$ cat config.mk
export PLATFORM = sky130hd
export DESIGN_NAME = irq_route_top
export DESIGN_NICKNAME = d
export VERILOG_FILES = /design/src/rtl/irq_route_pkg.sv /design/src/rtl/irq_route_srcdet.sv /design/src/rtl/irq_route_datapath.sv /design/src/rtl/irq_route_ctrl.sv /design/src/rtl/irq_route_top.sv
export SDC_FILE = /design/constraint.sdc
export NUM_CORES = 1
export LEC_CHECK = 0
export BUFFER_PORTS_ARGS = -buffer_cell sky130_fd_sc_hd__buf_2
export CORE_ASPECT_RATIO = 1.4
export CORE_UTILIZATION = 59
export CTS_BUF_LIST = sky130_fd_sc_hd__clkbuf_16
export DETAILED_ROUTE_END_ITERATION = 7
export GPL_ROUTABILITY_DRIVEN = 1
export HOLD_SLACK_MARGIN = 0.08
export PLACE_DENSITY = 0.8
export SYNTH_ARGS = -nofsm -noshare
export SYNTH_HDL_FRONTEND = slang
export SYNTH_SLANG_ARGS = --single-unit
$ cat constraint.sdc
create_clock -name clk -period 1.3 [get_ports clk]
set_input_delay 0.065 -clock clk [delete_from_list [all_inputs] [get_ports clk]]
set_output_delay 0.065 -clock clk [all_outputs]
set_load 0.01 [all_outputs]
$ cat src/rtl/irq_route_pkg.sv
package irq_route_pkg;
  localparam int OFF_PEND   = 0;
  localparam int OFF_ARM    = 2;
  localparam int OFF_ROUTE  = 3;
  localparam int OFF_POL    = 4;
  localparam int OFF_MODE   = 5;
  localparam int OFF_MASKED = 6;

  typedef enum logic [2:0] {
    SEL_NONE, SEL_PEND, SEL_ARM, SEL_ROUTE, SEL_POL, SEL_MODE, SEL_MASKED
  } rdSel_t;

  typedef struct packed {
    logic clrPend;
    logic wrArm;
    logic wrRoute;
    logic wrPol;
    logic wrMode;
  } strobe_t;
endpackage

$ cat src/rtl/irq_route_srcdet.sv
module irq_route_srcdet (
  input  logic clk,
  input  logic rst,
  input  logic reqRaw,
  input  logic polHigh,
  input  logic edgeMode,
  input  logic clrBit,
  output logic pendBit,
  output logic levelAct
);
  logic syncA, syncB, syncC;
  logic levelHit, edgeHit, setHit;

  // level is judged on the synchronized sample, edge on two successive samples
  assign levelHit = polHigh ? syncB : ~syncB;
  assign edgeHit  = polHigh ? (syncB & ~syncC) : (~syncB & syncC);
  assign setHit   = edgeMode ? edgeHit : levelHit;
  assign levelAct = levelHit & ~edgeMode;

  always_ff @(posedge clk) begin
    if (rst) begin
      syncA   <= 1'b0;
      syncB   <= 1'b0;
      syncC   <= 1'b0;
      pendBit <= 1'b0;
    end else begin
      syncA   <= reqRaw;
      syncB   <= syncA;
      syncC   <= syncB;
      // a new detection wins over a clear in the same cycle
      pendBit <= setHit | (pendBit & ~clrBit);
    end
  end
endmodule

$ cat src/rtl/irq_route_datapath.sv
module irq_route_datapath
  import irq_route_pkg::*;
#(
  parameter int NSRC = 32
) (
  input  logic            clk,
  input  logic            rst,
  input  logic [NSRC-1:0] srcReq,
  input  strobe_t         strobe,
  input  logic [NSRC-1:0] wrData,
  output logic [NSRC-1:0] pendReg,
  output logic [NSRC-1:0] armReg,
  output logic [NSRC-1:0] routeReg,
  output logic [NSRC-1:0] polReg,
  output logic [NSRC-1:0] modeReg,
  output logic [NSRC-1:0] maskedReg,
  output logic [NSRC-1:0] levelAct,
  output logic            critIrq,
  output logic            nonCritIrq
);
  logic [NSRC-1:0] clrVec;

  assign clrVec = strobe.clrPend ? wrData : '0;

  always_ff @(posedge clk) begin
    if (rst) begin
      armReg   <= '0;
      routeReg <= '0;
      polReg   <= {NSRC{1'b1}};
      modeReg  <= '0;
    end else begin
      if (strobe.wrArm)   armReg   <= wrData;
      if (strobe.wrRoute) routeReg <= wrData;
      if (strobe.wrPol)   polReg   <= wrData;
      if (strobe.wrMode)  modeReg  <= wrData;
    end
  end

  // source n lands on register bit NSRC-1-n
  for (genvar n = 0; n < NSRC; n++) begin : gSrc
    localparam int B = NSRC - 1 - n;
    irq_route_srcdet uDet (
      .clk      (clk),
      .rst      (rst),
      .reqRaw   (srcReq[n]),
      .polHigh  (polReg[B]),
      .edgeMode (modeReg[B]),
      .clrBit   (clrVec[B]),
      .pendBit  (pendReg[B]),
      .levelAct (levelAct[B])
    );
  end

  assign maskedReg  = pendReg & armReg;
  assign critIrq    = |(maskedReg & routeReg);
  assign nonCritIrq = |(maskedReg & ~routeReg);
endmodule

$ cat src/rtl/irq_route_ctrl.sv
module irq_route_ctrl
  import irq_route_pkg::*;
#(
  parameter int NSRC   = 32,
  parameter int ADDR_W = 4
) (
  input  logic [ADDR_W-1:0] addr,
  input  logic              wrEn,
  input  logic [NSRC-1:0]   pendReg,
  input  logic [NSRC-1:0]   armReg,
  input  logic [NSRC-1:0]   routeReg,
  input  logic [NSRC-1:0]   polReg,
  input  logic [NSRC-1:0]   modeReg,
  input  logic [NSRC-1:0]   maskedReg,
  output strobe_t           strobe,
  output logic [NSRC-1:0]   rdData
);
  localparam logic [ADDR_W-1:0] A_PEND   = ADDR_W'(OFF_PEND);
  localparam logic [ADDR_W-1:0] A_ARM    = ADDR_W'(OFF_ARM);
  localparam logic [ADDR_W-1:0] A_ROUTE  = ADDR_W'(OFF_ROUTE);
  localparam logic [ADDR_W-1:0] A_POL    = ADDR_W'(OFF_POL);
  localparam logic [ADDR_W-1:0] A_MODE   = ADDR_W'(OFF_MODE);
  localparam logic [ADDR_W-1:0] A_MASKED = ADDR_W'(OFF_MASKED);

  rdSel_t sel;

  always_comb begin
    sel = SEL_NONE;
    if      (addr == A_PEND)   sel = SEL_PEND;
    else if (addr == A_ARM)    sel = SEL_ARM;
    else if (addr == A_ROUTE)  sel = SEL_ROUTE;
    else if (addr == A_POL)    sel = SEL_POL;
    else if (addr == A_MODE)   sel = SEL_MODE;
    else if (addr == A_MASKED) sel = SEL_MASKED;
  end

  always_comb begin
    strobe         = '0;
    strobe.clrPend = wrEn && (sel == SEL_PEND);
    strobe.wrArm   = wrEn && (sel == SEL_ARM);
    strobe.wrRoute = wrEn && (sel == SEL_ROUTE);
    strobe.wrPol   = wrEn && (sel == SEL_POL);
    strobe.wrMode  = wrEn && (sel == SEL_MODE);
  end

  // reads see the registers as they stand before this cycle's write
  always_comb begin
    case (sel)
      SEL_PEND:   rdData = pendReg;
      SEL_ARM:    rdData = armReg;
      SEL_ROUTE:  rdData = routeReg;
      SEL_POL:    rdData = polReg;
      SEL_MODE:   rdData = modeReg;
      SEL_MASKED: rdData = maskedReg;
      default:    rdData = '0;
    endcase
  end
endmodule

$ cat src/rtl/irq_route_top.sv
module irq_route_top
  import irq_route_pkg::*;
#(
  parameter int NSRC   = 32,
  parameter int ADDR_W = 4
) (
  input  logic              clk,
  input  logic              rst,
  input  logic [NSRC-1:0]   srcReq,
  input  logic [ADDR_W-1:0] addr,
  input  logic [NSRC-1:0]   wrData,
  input  logic              wrEn,
  output logic [NSRC-1:0]   rdData,
  output logic              critIrq,
  output logic              nonCritIrq
);
  strobe_t         strobe;
  logic [NSRC-1:0] pendReg, armReg, routeReg, polReg, modeReg, maskedReg, levelAct;

  irq_route_ctrl #(.NSRC(NSRC), .ADDR_W(ADDR_W)) uCtrl (
    .addr      (addr),
    .wrEn      (wrEn),
    .pendReg   (pendReg),
    .armReg    (armReg),
    .routeReg  (routeReg),
    .polReg    (polReg),
    .modeReg   (modeReg),
    .maskedReg (maskedReg),
    .strobe    (strobe),
    .rdData    (rdData)
  );

  irq_route_datapath #(.NSRC(NSRC)) uDp (
    .clk        (clk),
    .rst        (rst),
    .srcReq     (srcReq),
    .strobe     (strobe),
    .wrData     (wrData),
    .pendReg    (pendReg),
    .armReg     (armReg),
    .routeReg   (routeReg),
    .polReg     (polReg),
    .modeReg    (modeReg),
    .maskedReg  (maskedReg),
    .levelAct   (levelAct),
    .critIrq    (critIrq),
    .nonCritIrq (nonCritIrq)
  );
endmodule

==> impl_metrics.tcl <==
set metrics [dict create \
    cts_num_sinks 256 \
    cts_inserted_buffers 24 \
    synth_cell_type_count 33 \
    coreArea_sq_um 17300 \
    clkLatencyLatePin_ps 520 \
    p_per_area_nw_per_um2 1150 \
    nNetsFinal 1570 \
    rows 57 \
    cts_root_buf "clkbuf_16" \
    grt_max_degree 50 \
    hold_violations 0 \
    clkSlewWorstSetupHoldPaths_ps 70 \
    cts_tree "done" \
    syn_area_sq_um 10400 \
    worstSetupEndpointType "output pin" \
    wl_per_cell_um 19.7 \
    yosys.area.top_type "dfxtp_1" \
    netlist.area_leader.share 0.492 \
    path_class "flop to output pin" \
    synth_edf_count 0 \
    p_leak_nw 5.48 \
    layout_setup_ws_ps -693 \
    n_antenna_cell 0 \
    yosysSeqAreaShare 0.492 \
    synth_ff_type "dfxtp_1" \
    drt_iter0_drc 1436 \
    critPathRequiredTime_ps 1240 \
    syn_nets 1330 \
    outcome "complete, but fails checks" \
    remaining_drc_errors 0 \
    slew_viol_final 0 \
    violations "negative setup slack" \
    post-dp-hpwl_um 19800 \
    fin_crit_ps 1990 \
    synth_area_leaders "dfxtp_1 49%, nand2_1 9.7%, nor2b_1 7.6%" \
    finalSetupViolations 34 \
    clock.fmax_mhz 502 \
    drv_cap 0 \
    dieArea_sq_um 18200 \
    vias 10816 \
    fill_cells 1060 \
    overflow 0 \
    ant_nets 0 \
    die_w_um 114 \
    synthTopCellsByCount "269 x nand2_1, 256 x dfxtp_1, 145 x a21oi_1" \
    ys_async_sr_fraction 0 \
    multiInputGateArea_sq_um 4990 \
    area_growth_pct 34.3 \
    cp-start-kind "flop" \
    numPortBuffers 104 \
    critical_path_arrival_ps 1930 \
    fin_hold_ws_ps 149 \
    relSlewSlack 0.730 \
    grt_pass1_vias 10170 \
    ys_ff_latch 256 \
    irDropWorstVdd_v 0.00113 \
    yosysMostFrequentCell "nand2_1" \
    path_max_fanout 4 \
    grt_pass1_wl_um 51600 \
    drt_pass1_iterations 6 \
    layout-drive-gt1-share 0.240 \
    skew_ps 16.0 \
    rsz0062_at_grt "yes" \
    hp-class "input port to flop" \
    cts-htree-levels 1 \
    antenna_found_initial 0 \
    tightestPinTransition_ps 406 \
    cts.path.max_buffers 3 \
    yosysWarnings 0 \
    wl_um 34400 \
    regArea_sq_um 5220 \
    post_synth.cell_area_avg_sq_um 8.27 \
    period_share 1.53 \
    grt_use_total 0.357 \
    gp_congestion 0.870 \
    via_per_inst 6.18 \
    chipHeight_um 159 \
    start_util 0.601 \
    netlist_instances 1259 \
    place_ws_ps -196 \
    ios 105 \
]
-- critical path, cell delays in order, from the launching register on --
cell and delay, ps:
dfxtp_2 360, nand3b_1 260, o2111ai_2 180, nor3_2 200, nand4_1 200, buf_2 200
-- through the flow --
stage	instance area, sq um	cells	utilization	TNS [ps]	total power [mW]
2_1_floorplan	10400	1259	-	0	8.97
3_3_place_gp	11800	1612	0.682	-17720	9.50
3_5_place_dp	11800	1612	0.682	-22200	9.54
4_1_cts	13700	1741	0.789	-9080	16.0
5_1_grt	14000	1749	0.807	-11130	16.6
6_report	14000	1749	0.807	-9770	16.1
-- flip-flops by register name (all words and copies together) (netlist names) --
| name | flops |
|---|---|
| uDp.armReg | 32 |
| uDp.gSrc.uDet.syncA | 32 |
| uDp.modeReg | 32 |
| uDp.gSrc.uDet.syncC | 32 |
| uDp.polReg | 32 |
| uDp.gSrc.uDet.pendBit | 32 |
| uDp.gSrc.uDet.syncB | 32 |
| uDp.routeReg | 32 |
-- cell type report --
| type | count | share of cell area |
|---|---|---|
| Tap cell | 236 | 0.0211 |
| Sequential cell | 256 | 0.373 |
| Timing Repair Buffer | 294 | 0.188 |
| Multi-Input combinational cell | 878 | 0.357 |
| Clock buffer | 25 | 0.0447 |
| Inverter | 45 | 0.0121 |
| Clock inverter | 15 | 0.00429 |
-- cell families (layout without fill, tap and decap cells) --
group                     count (synthesis)  after routing  synth area share
and+or+nand+nor                         545            545             0.253
DFF                                     256            256             0.492
xor gates and xnor gates                  4              4           0.00336
buffers and inverters                   125            379            0.0520
AOI/OAI and AO/OA                       329            329             0.200
-- final timing paths --
path	startpoint	to	slack, ps	depth (start not counted)
worst max-delay path	uDp.routeReg[3]	nonCritIrq	-690	5
worst min-delay path	wrEn	uDp.gSrc[1].uDet.pendBit	150	5
worst max register to register	uDp.modeReg[0]	uDp.gSrc[31].uDet.pendBit	270	4
worst min register to register	uDp.gSrc[24].uDet.syncA	uDp.gSrc[24].uDet.syncB	430	1
-- what timing repair did --
action                     in CTS  in global routing
gates cloned                    2                  3
hold endpoints to repair      205                  0
pin swaps                      63                 39
setup endpoints to repair      34                 43
resized for setup             110                 50
hold buffers                   74                  0
buffers inserted               13                  5
-- layout by cell type (no fill, tap or decap), drive strengths merged, types with 15 or more instances in the layout --
cell,instances
nor3,33
clkbuf,29
o211ai,15
a31oi,30
a22oi,34
o21ai,30
nand3,51
a32oi,17
inv,51
a21oi,145
nand2,270
buf,216
nor2,32
dfxtp,256
dlygate4sd3,74
a222oi,15
a211o,30
nor2b,126
-- power breakdown --
group / switching, mW / internal, mW
clock: 2.90 / 3.43
combinational: 0.720 / 0.699
sequential: 0.223 / 8.10
total: 3.85 / 12.2
-- metal layers --
layer  vias up  GRT usage  share of wire
li1       4852          -              -
met1      5136      0.422           0.36
met2       666      0.606           0.49
met3       162     0.0579          0.094
met4         0      0.207          0.062
met5         -          0              0
No activity file was read; power rests on OpenSTA's default activity.
